## src/rtl/mcd_pkg.sv

```systemverilog
package mcd_pkg;

    localparam int XLEN = 32;

    typedef enum logic [1:0] {
        OPSEL_ADD   = 2'd0,
        OPSEL_SUB   = 2'd1,
        OPSEL_FUNCT = 2'd2,
        OPSEL_RSVD  = 2'd3
    } opsel_e;

    typedef enum logic [2:0] {
        FN_ADD,
        FN_SUB,
        FN_AND,
        FN_OR,
        FN_SLT
    } alu_fn_e;

    typedef enum logic [1:0] {
        BSRC_REG    = 2'd0,
        BSRC_FOUR   = 2'd1,
        BSRC_OFS    = 2'd2,
        BSRC_BRANCH = 2'd3
    } bsrc_e;

    typedef enum logic [1:0] {
        NPC_ALU    = 2'd0,
        NPC_HELD   = 2'd1,
        NPC_JUMP   = 2'd2,
        NPC_RSVD   = 2'd3
    } npc_e;

    typedef struct packed {
        logic [5:0]  op;
        logic [4:0]  rs;
        logic [4:0]  rt;
        logic [4:0]  rd;
        logic [4:0]  sh;
        logic [5:0]  fn;
    } instr_t;

    function automatic logic [XLEN-1:0] sext16(input logic [15:0] v);
        return {{(XLEN-16){v[15]}}, v};
    endfunction

    function automatic alu_fn_e decode_fn(input opsel_e sel, input logic [5:0] f);
        alu_fn_e r;
        r = FN_ADD;
        case (sel)
            OPSEL_SUB:   r = FN_SUB;
            OPSEL_FUNCT: begin
                case (f)
                    6'h22:   r = FN_SUB;
                    6'h24:   r = FN_AND;
                    6'h25:   r = FN_OR;
                    6'h2A:   r = FN_SLT;
                    default: r = FN_ADD;
                endcase
            end
            default:     r = FN_ADD;
        endcase
        return r;
    endfunction

endpackage

```

## src/rtl/mcd_alu.sv

```systemverilog
module mcd_alu
    import mcd_pkg::*;
#(
    parameter int W = 32
) (
    input  alu_fn_e        fn,
    input  logic [W-1:0]   a,
    input  logic [W-1:0]   b,
    output logic [W-1:0]   y,
    output logic           zero
);
    always_comb begin
        case (fn)
            FN_SUB:  y = a - b;
            FN_AND:  y = a & b;
            FN_OR:   y = a | b;
            FN_SLT:  y = {{(W-1){1'b0}}, ($signed(a) < $signed(b))};
            default: y = a + b;
        endcase
    end

    assign zero = (y == '0);
endmodule

```

## src/rtl/mcd_regfile.sv

```systemverilog
module mcd_regfile #(
    parameter int W     = 32,
    parameter int NREGS = 32,
    localparam int AW   = $clog2(NREGS)
) (
    input  logic          clk,
    input  logic          rst,
    input  logic [AW-1:0] ra1,
    input  logic [AW-1:0] ra2,
    output logic [W-1:0]  rd1,
    output logic [W-1:0]  rd2,
    input  logic          we,
    input  logic [AW-1:0] wa,
    input  logic [W-1:0]  wd
);
    logic [W-1:0] regs [NREGS];

    always_ff @(posedge clk) begin
        if (we && wa != '0) regs[wa] <= wd;
    end

    assign rd1 = (ra1 == '0) ? '0 : regs[ra1];
    assign rd2 = (ra2 == '0) ? '0 : regs[ra2];

    // an enabled write to a nonzero register is readable next cycle
    a_r4_write_lands: assert property (@(posedge clk) disable iff (rst)
        (we && wa != '0) |=> (regs[$past(wa)] == $past(wd)));
endmodule

```

## src/rtl/mcd_core.sv

```systemverilog
module mcd_core
    import mcd_pkg::*;
#(
    parameter int NREGS = 32,
    localparam int AW   = $clog2(NREGS)
) (
    input  logic            clk,
    input  logic            rst,
    input  logic            pc_wr,
    input  logic            pc_wr_eq,
    input  logic            addr_sel,
    input  logic            ir_wr,
    input  logic            rf_we,
    input  logic            dst_sel,
    input  logic            wb_sel,
    input  logic            a_sel,
    input  logic [1:0]      b_sel,
    input  logic [1:0]      alu_op,
    input  logic [1:0]      pc_src,
    input  logic [XLEN-1:0] mem_rdata,
    output logic [XLEN-1:0] mem_addr,
    output logic [XLEN-1:0] mem_wdata,
    output logic [5:0]      opcode,
    output logic [5:0]      funct
);
    logic [XLEN-1:0] pc_q, opa_q, opb_q, res_q, mdr_q, pc_d;
    instr_t          ir_q;
    logic [XLEN-1:0] rd1, rd2, alu_a, alu_b, alu_y, wb_data;
    logic [XLEN-1:0] ofs, jump_tgt;
    logic            alu_zero, pc_en;
    logic [AW-1:0]   wa;
    alu_fn_e         fn;

    assign ofs      = sext16({ir_q.rd, ir_q.sh, ir_q.fn});
    assign jump_tgt = {pc_q[XLEN-1:XLEN-4], ir_q.rs, ir_q.rt, ir_q.rd, ir_q.sh, ir_q.fn, 2'b00};

    // operand steering
    assign alu_a = a_sel ? opa_q : pc_q;
    always_comb begin
        case (bsrc_e'(b_sel))
            BSRC_FOUR:   alu_b = XLEN'(4);
            BSRC_OFS:    alu_b = ofs;
            BSRC_BRANCH: alu_b = {ofs[XLEN-3:0], 2'b00};
            default:     alu_b = opb_q;
        endcase
    end

    assign fn = decode_fn(opsel_e'(alu_op), ir_q.fn);

    mcd_alu #(.W(XLEN)) u_alu (
        .fn   (fn),
        .a    (alu_a),
        .b    (alu_b),
        .y    (alu_y),
        .zero (alu_zero)
    );

    assign wa      = AW'(dst_sel ? ir_q.rd : ir_q.rt);
    assign wb_data = wb_sel ? mdr_q : res_q;

    mcd_regfile #(.W(XLEN), .NREGS(NREGS)) u_rf (
        .clk (clk),
        .rst (rst),
        .ra1 (AW'(ir_q.rs)),
        .ra2 (AW'(ir_q.rt)),
        .rd1 (rd1),
        .rd2 (rd2),
        .we  (rf_we),
        .wa  (wa),
        .wd  (wb_data)
    );

    // next program counter
    always_comb begin
        case (npc_e'(pc_src))
            NPC_HELD: pc_d = res_q;
            NPC_JUMP: pc_d = jump_tgt;
            default:  pc_d = alu_y;
        endcase
    end
    assign pc_en = pc_wr | (pc_wr_eq & alu_zero);

    always_ff @(posedge clk) begin
        if (rst) begin
            pc_q  <= '0;
            ir_q  <= '0;
            opa_q <= '0;
            opb_q <= '0;
            res_q <= '0;
            mdr_q <= '0;
        end else begin
            if (pc_en) pc_q <= pc_d;
            if (ir_wr) ir_q <= mem_rdata;
            opa_q <= rd1;
            opb_q <= rd2;
            res_q <= alu_y;
            mdr_q <= mem_rdata;
        end
    end

    assign mem_addr  = addr_sel ? res_q : pc_q;
    assign mem_wdata = opb_q;
    assign opcode    = ir_q.op;
    assign funct     = ir_q.fn;

    // held instruction does not change without ir_wr
    a_r3_ir_hold: assert property (@(posedge clk) disable iff (rst)
        !ir_wr |=> $stable(ir_q));
    // program counter holds when neither write is requested
    a_r2_pc_hold: assert property (@(posedge clk) disable iff (rst)
        (!pc_wr && !pc_wr_eq) |=> $stable(pc_q));
    // unequal operands on a conditional write leave the PC alone
    a_r8_branch_not_taken: assert property (@(posedge clk) disable iff (rst)
        (pc_wr_eq && !pc_wr && alu_op == 2'd1 && a_sel && b_sel == 2'd0 && opa_q != opb_q)
        |=> $stable(pc_q));
    // loaded-data register follows memory one cycle later
    a_r6_mdr_capture: assert property (@(posedge clk) disable iff (rst)
        !$past(rst) |-> (mdr_q == $past(mem_rdata)));
endmodule

```

## config.mk

```make
export PLATFORM = sky130hd
export DESIGN_NAME = mcd_core
export DESIGN_NICKNAME = d
export VERILOG_FILES = /design/src/rtl/mcd_pkg.sv /design/src/rtl/mcd_alu.sv /design/src/rtl/mcd_regfile.sv /design/src/rtl/mcd_core.sv
export SDC_FILE = /design/constraint.sdc
export NUM_CORES = 2
export LEC_CHECK = 0
export ABC_AREA = 1
export BUFFER_PORTS_ARGS = -buffer_cell sky130_fd_sc_hd__buf_4
export CORE_MARGIN = 2
export CORE_UTILIZATION = 25
export DETAILED_ROUTE_END_ITERATION = 16
export PLACE_DENSITY = 0.41
export SYNTH_ARGS = -nofsm -noshare
export SYNTH_HDL_FRONTEND = slang
export SYNTH_SLANG_ARGS = --single-unit
```

## constraint.sdc

```tcl
create_clock -name clk -period 5.5 [get_ports clk]
set_clock_uncertainty 0.05 [all_clocks]
set_input_delay 0.55 -clock clk [delete_from_list [all_inputs] [get_ports clk]]
set_output_delay 0.55 -clock clk [all_outputs]
set_load 0.005 [all_outputs]
```

After elaboration in Yosys (flattened, before gate mapping)
Memories as Yosys holds them, arrays and structs flattened. A register that Yosys moved wholly into a read port is not among the register bits.
Index checks and enable logic that the tools add are counted.
{"block": "totals", "latch_bits": 0, "ram_bits": 1024, "out_inout_bits": 76, "elab_cells": 53, "regBits": 128, "mem_bits_ro": 0, "n_memories": 1}
{"memory": "u_rf.regs", "words": 32, "width": 32, "rd": 2, "rd_clocked_by_memory_dff": 2, "wr": 1, "line": "mcd_regfile.sv:16", "rtl": "logic [W-1:0] regs [NREGS];"}
{"block": "op_classes", "magnitude_cmp": 1, "addsub": 2, "multipliers": 0, "n_shift": 0, "n_bitwise": 5, "muxes": 11, "n_div": 0, "reduce_logical": 8, "eq_ne": 15}
{"cell": "32-bit one-hot mux with 4 select lines", "n": 1}
{"cell": "32-bit 2-to-1 mux", "n": 3}
{"cell": "32-bit one-hot mux with 3 select lines", "n": 1}
{"cell": "32-bit one-hot mux with 2 select lines", "n": 1}
{"cell": "32-bit adder", "n": 1}
{"cell": "32-bit AND", "n": 1}
{"cell": "32-bit zero test", "n": 1}
{"cell": "32-bit < comparator", "n": 1}
{"cell": "32-bit bitwise OR", "n": 1}
{"cell": "32-bit subtractor", "n": 1}
{"cell": "6-bit == test, second input constant", "n": 4}
{"cell": "3-bit one-hot mux with 4 select lines", "n": 1}
{"cell": "5-bit zero test", "n": 2}
{"cell": "2-bit == test, second input constant", "n": 4}
{"cell": "2-bit by 1-bit == test with 1-bit output, second input constant", "n": 3}
{"cell": "3-bit by 2-bit == test with 1-bit output, second input constant", "n": 2}
{"cell": "3-bit one-hot mux with 2 select lines", "n": 1}
{"cell": "5-bit 2-to-1 mux", "n": 1}
{"cell": "5-bit nonzero test", "n": 1}
{"cell": "2-bit OR reduction", "n": 2}
{"cell": "3-bit by 1-bit == test with 1-bit output, second input constant", "n": 1}
{"cell": "3-bit == test, second input constant", "n": 1}
{"cell": "1-bit 2-to-1 mux", "n": 2}
{"cell": "2-bit AND reduction", "n": 1}
{"cell": "other kinds (4)", "n": 4}

Depth between registers and ports, before layout
{"block": "logic_depth", "word_depth": 9, "ltp_mapped": 32, "mapped_depth_nobuf": 28}

Modules after synthesis
A second synthesis with hierarchy kept.
{"block": "unflattened", "hier_cells": 8487, "area_unflattened_um2": 66837.9}
{"mod": "mcd_regfile", "n_inst": 1, "cells_each": 5972, "area_per_inst_um2": 51687.1}
{"mod": "mcd_core", "n_inst": 1, "cells_each": 1164, "area_per_inst_um2": 8406.8}
{"mod": "mcd_alu", "n_inst": 1, "cells_each": 1351, "area_per_inst_um2": 6744.0}

Least setup slack after synthesis
OpenSTA, ideal clock, no wires.
{"block": "synth_timing", "path_kind": "reg-to-reg", "startpoint": "reg ir_q[16] (netlist bit)", "endpoint": "mem u_rf.regs[7][0] (enable)", "arrival_time_ns": 3.528, "t_required_ns": 4.989, "n_path_buf": 2, "path_stages_with_launch": 7, "path_slack_ns": 1.461, "setup_time_ns": 0.461, "path_cell_list": "dfxtp_1 > clkbuf_1 > clkbuf_1 > o21ai_0 > inv_1 > nand2_1 > nor3_1"}
{"block": "synth_via", "elab_chain_len": 5}
{"item": "start: declaration", "line": "mcd_core.sv:27", "rtl": "instr_t ir_q;"}
{"item": "start signal: assignment", "line": "mcd_core.sv:93", "rtl": "if (ir_wr) ir_q <= mem_rdata;"}
{"item": "5-bit 2-to-1 mux *", "line": "mcd_core.sv:58", "rtl": "assign wa = AW'(dst_sel ? ir_q.rd : ir_q.rt);"}
{"item": "5-bit nonzero test", "line": "mcd_regfile.sv:19", "rtl": "if (we && wa != '0) regs[wa] <= wd;"}
{"item": "1-bit logical AND", "line": "mcd_regfile.sv:19"}
{"item": "1-bit 2-to-1 mux", "line": "mcd_regfile.sv:19"}
{"item": "1-bit 2-to-1 mux (implied by the code)", "line": "mcd_regfile.sv:19"}
{"item": "end: declaration", "line": "mcd_regfile.sv:16"}
Mark *: on every way between the ends. The rest lies on a longest branch, timed or not.

Final worst setup path
{"block": "layout_timing", "startpoint": "reg ir_q[15] (netlist bit)", "endpoint": "reg pc_q[15]"}
{"block": "layout_via", "elab_chain_len": 6, "word_cells_on_any_way": 11}
{"item": "32-bit one-hot mux with 3 select lines *", "line": "mcd_core.sv:40", "rtl": "case (bsrc_e'(b_sel))"}
{"item": "32-bit adder (tied with other cells)", "line": "mcd_alu.sv:18", "rtl": "default: y = a + b;"}
{"item": "32-bit one-hot mux with 4 select lines *", "line": "mcd_alu.sv:13", "rtl": "case (fn)"}
{"item": "32-bit zero test", "line": "mcd_alu.sv:22", "rtl": "assign zero = (y == '0);"}
{"item": "1-bit AND", "line": "mcd_core.sv:81", "rtl": "assign pc_en = pc_wr | (pc_wr_eq & alu_zero);"}
{"item": "1-bit bitwise OR", "line": "mcd_core.sv:81"}
{"item": "end signal: assignment", "line": "mcd_core.sv:92", "rtl": "if (pc_en) pc_q <= pc_d;"}
{"item": "end: declaration", "line": "mcd_core.sv:26", "rtl": "logic [XLEN-1:0] pc_q, opa_q, opb_q, res_q, mdr_q, pc_d;"}
Marked as above.
A chain may end at the register's enable or synchronous reset.

==> metrics.md <==
| Metric | Value |
|---|---|
| Top-count cell post-synth | `nor2_1` |
| H-tree levels | `4` |
| Grt total ovfl | `0` |
| Gr usage total | `21.84%` |
| PD cells | `336.3 nW/um^2` |
| WL per Instance | `27.08 um` |
| Cell depth of the worst flop-to-flop path | `22` |
| Critical Path Sink | `pc_q[15]$_SDFFE_PP0P_` |
| Minimum clock period after layout | `4.917 ns` |
| First-pass GRT wire length | `408.6 mm` |
| Top cells by area, synth | `edfxtp_1 49%, o21ai_0 11%, nor2_1 9.8%, dfxtp_1 6.1%, o22ai_1 5.7%` |
| Status | `finished clean` |
| Drc violations | `0` |
| Antenna Violating Nets Remaining | `0` |
| Crit path launch type | `flop` |
| Worst r2r src | `ir_q[15]$_SDFFE_PP0P_` |
| CTS Sinks | `1216` |
| Post-synthesis cell type count | `49` |
| FFs w/ async S/R, synth | `0%` |
| Top FF cell, synth | `edfxtp_1` |
| DR iter-0 viols | `6529` |
| Die X | `507.0 um` |
| Worst hold path class | `in -> reg` |
| Yosys top cell by area | `edfxtp_1` |
| Worst-Skew Late Latency | `0.83 ns` |
| Placed Instances | `10460` |
| Ys Warns | `0` |
| Drt pass-1 iters | `8` |
| Fin. max-slew vios | `0` |
| CTS tree | `yes` |
| Vias per inst | `5.337` |
| Largest net degree at the start of global routing | `169` |
| Synth Area per Inst | `8.628 sq um` |
| Clock tree buffer depth | `3` |
| Die area | `257000 sq um` |
| Tcrit/Tclk final | `89.41%` |
| Max_slew headroom | `9.634%` |
| Routed vias | `57360` |
| Vias in the first global route | `54580` |
| Post-Synthesis Cell Area | `63250 sq um` |
| Area Growth Syn to Fin | `16.25%` |
| Clk slew on worst S/H paths | `0.08 ns` |
| Crit path from | `ir_q[15]$_SDFFE_PP0P_` |
| Final setup fails | `0` |
| Routed wire length | `291.0 mm` |
| Starting density of the core | `25.16%` |
| CP Buf/Inv Count | `3` |
| Max_cap viols | `0` |
| Critical path capture point type | `flop` |
| Post-detail-place hpwl | `178.3 mm` |
| Number of stages on the worst setup path | `22` |
| Cell Count, Final, Fillers Out | `10750` |
| R2r setup slk | `0.58 ns` |
| Post-synthesis sequential area ratio | `54.69%` |
| Met3 global-route usage | `3.065%` |
| Hold slack final | `0.03141 ns` |
| Fmax | `203.4 MHz` |
| Crit-path cells | `nand2_1 > inv_1 > a21oi_1 > inv_1 > ha_1 > nand2_1 > nor2_1 > nand2_1 > nor2_1 > nand2_1 > nand4_1 > nand2_1 > nand2_1 > nand3_1 > nor2_1 > nand2_1 > nor2_1 > nand4_2 > nand2_4 > inv_2 > nor2_2 > nor2_1` |
| Routability cong. | `0.9391` |
| Slowest cell on crit path | `ha_1` |
| IO Count | `124` |
| Most used cell, CP | `nand2_1` |
| CORE AREA | `251400 sq um` |
| Max incr delay on CP | `0.52 ns` |
| Die Y | `507.0 um` |
| Port buffer count | `123` |
| Number of synthesized register bits | `1216` |
| Cell Rows | `184` |
| Cells after synthesis | `7331` |
| Worst-Margin Slew | `1.355 ns` |
| RSZ-0062 raised after global routing | `false` |
| Root Driver | `clkbuf_16` |
| Share of the synthesized area in the top cell type | `48.62%` |
| Crit path DAT | `5.55 ns` |
| Post-synth EDFFs | `1024` |
| Layout cells sized above 1 | `8.749%` |
| Final nets | `7436` |
| Worst-path fanout max | `21` |
| Commonest cells in the netlist | `1643 x nor2_1, 1349 x o21ai_0, 1024 x edfxtp_1` |
| Crit path max-delay family | `simple AND/OR/NAND/NOR gates` |
| Met1 Resource Use GR | `30.40%` |
| Initial antenna violation count | `9` |
| Leakage | `26.60 nW` |
| Fin. Hold Viols | `0` |
| Met2 Use GR | `34.67%` |
| Setup CP Type | `reg -> reg` |
| Crit path required time | `6.14 ns` |
| Most Used Layer, Global Route | `met2` |
| Num CTS Buffers | `145` |
| Worst vdd ir | `0.3635 mV` |
| Reg-to-reg endpoint | `pc_q[15]$_SDFFE_PP0P_` |
## state kept, by name (all words and copies together) (netlist names)
| name | cells |
|---|---|
| u_rf.regs | 1024 |
| pc_q | 32 |
| funct | 6 |
| opcode | 6 |
| ir_q | 20 |
| mem_wdata | 32 |
| mdr_q | 32 |
| opa_q | 32 |
| res_q | 32 |
## worst reg2reg max path, cell delays in order, from the launching register on
cell and delay [ns]:
dfxtp_1 0.35, nand2_1 0.08, inv_1 0.29, a21oi_1 0.42, inv_1 0.09, ha_1 0.52
nand2_1 0.23, nor2_1 0.34, nand2_1 0.20, nor2_1 0.12, nand2_1 0.13, nand4_1 0.12
nand2_1 0.07, nand2_1 0.09, nand3_1 0.23, nor2_1 0.15, nand2_1 0.07, nor2_1 0.32
nand4_2 0.18, nand2_4 0.13, inv_2 0.33, nor2_2 0.22, nor2_1 0.07
## worst min path at each step
| stage | slack (ns) | start | cells past startpoint | endpoint |
|---|---|---|---|---|
| global placement | 0.41 | pc_q[21]$_SDFFE_PP0P_ | 2 | pc_q[21]$_SDFFE_PP0P_ |
| finish | 0.03 | mem_rdata[5] | 3 | mdr_q[5]$_SDFF_PP0_ |
| detailed placement | 0.42 | pc_q[30]$_SDFFE_PP0P_ | 2 | pc_q[30]$_SDFFE_PP0P_ |
| CTS | 0.003 | mem_rdata[5] | 3 | funct[5]$_SDFFE_PP0P_ |
| global route | 0.009 | mem_rdata[5] | 3 | funct[5]$_SDFFE_PP0P_ |
| floorplan | 0.40 | pc_q[29]$_SDFFE_PP0P_ | 2 | pc_q[29]$_SDFFE_PP0P_ |
## layout make-up
cell class / count / area (sq um)
timing repair buffer: 334 / 3143
fill: 26350 / 177900
clock inverter: 59 / 616.8
antenna: 4 / 10.01
multi-input combinational: 5091 / 25030
tap: 3348 / 4189
sequential: 1216 / 34630
inverter: 498 / 1913
clock buffer: 197 / 3998
## through the flow
step / utilization, % / area (sq um) / setup TNS (ns) / total power [mW] / worst slack (ns)
2_1_floorplan: - / 63370 / 0 / 13.27 / 1.461
3_3_place_gp: 27.29 / 68610 / 0 / 15.29 / 0.004937
3_5_place_dp: 27.29 / 68610 / -0.2792 / 15.28 / -0.07578
4_1_cts: 29.24 / 73520 / 0 / 24.86 / 0.5970
5_1_grt: 29.25 / 73520 / 0 / 25.64 / 0.1785
6_report: 29.25 / 73530 / 0 / 24.73 / 0.5827
## report_power, final
part	internal, mW	switching [mW]
clock	5.48	4.06
combinational	1.23	3.31
sequential	10.4	0.252
total	17.1	7.62
## placed cells by master (no fill, tap or decap), types with 45 or more instances in the layout
cell	synthesis	layout
a21oi_1	173	173
nand3_1	160	160
nor2_1	1643	1615
inv_1	487	480
nand2_1	770	770
clkbuf_16	0	148
edfxtp_1	1024	1024
o22ai_1	572	572
ha_1	100	100
buf_4	12	260
buf_12	0	45
dfxtp_1	192	182
o32ai_1	79	79
o21ai_0	1349	1328
## cells by family after synthesis
kind of cell | count (synthesis) | synth area share [%]
flops | 1216 | 54.69
other cells | 1 | 0.005929
compound gates | 2254 | 19.70
buf+inv | 1055 | 6.471
xor+xnor | 13 | 0.1800
mux | 11 | 0.1958
simple gates | 2679 | 16.71
fa+ha+maj | 102 | 2.042
## timing repair
action | 4_1_cts | 5_1_grt
buffers inserted | 0 | 0
hold buffers | 29 | 0
endpoints found under the hold margin | 52 | 0
gates resized for setup | 0 | 0
## layer usage
| layer | share of wire (%) | wire [um] | up-vias |
|---|---|---|---|
| met5 | 0 | 0 | - |
| met4 | 3.2 | 9359 | 0 |
| met3 | 7.5 | 21880 | 479 |
| met2 | 45 | 131200 | 2810 |
| met1 | 44 | 128600 | 28600 |
| li1 | - | - | 25470 |
(Power assumes the default switching activity.)
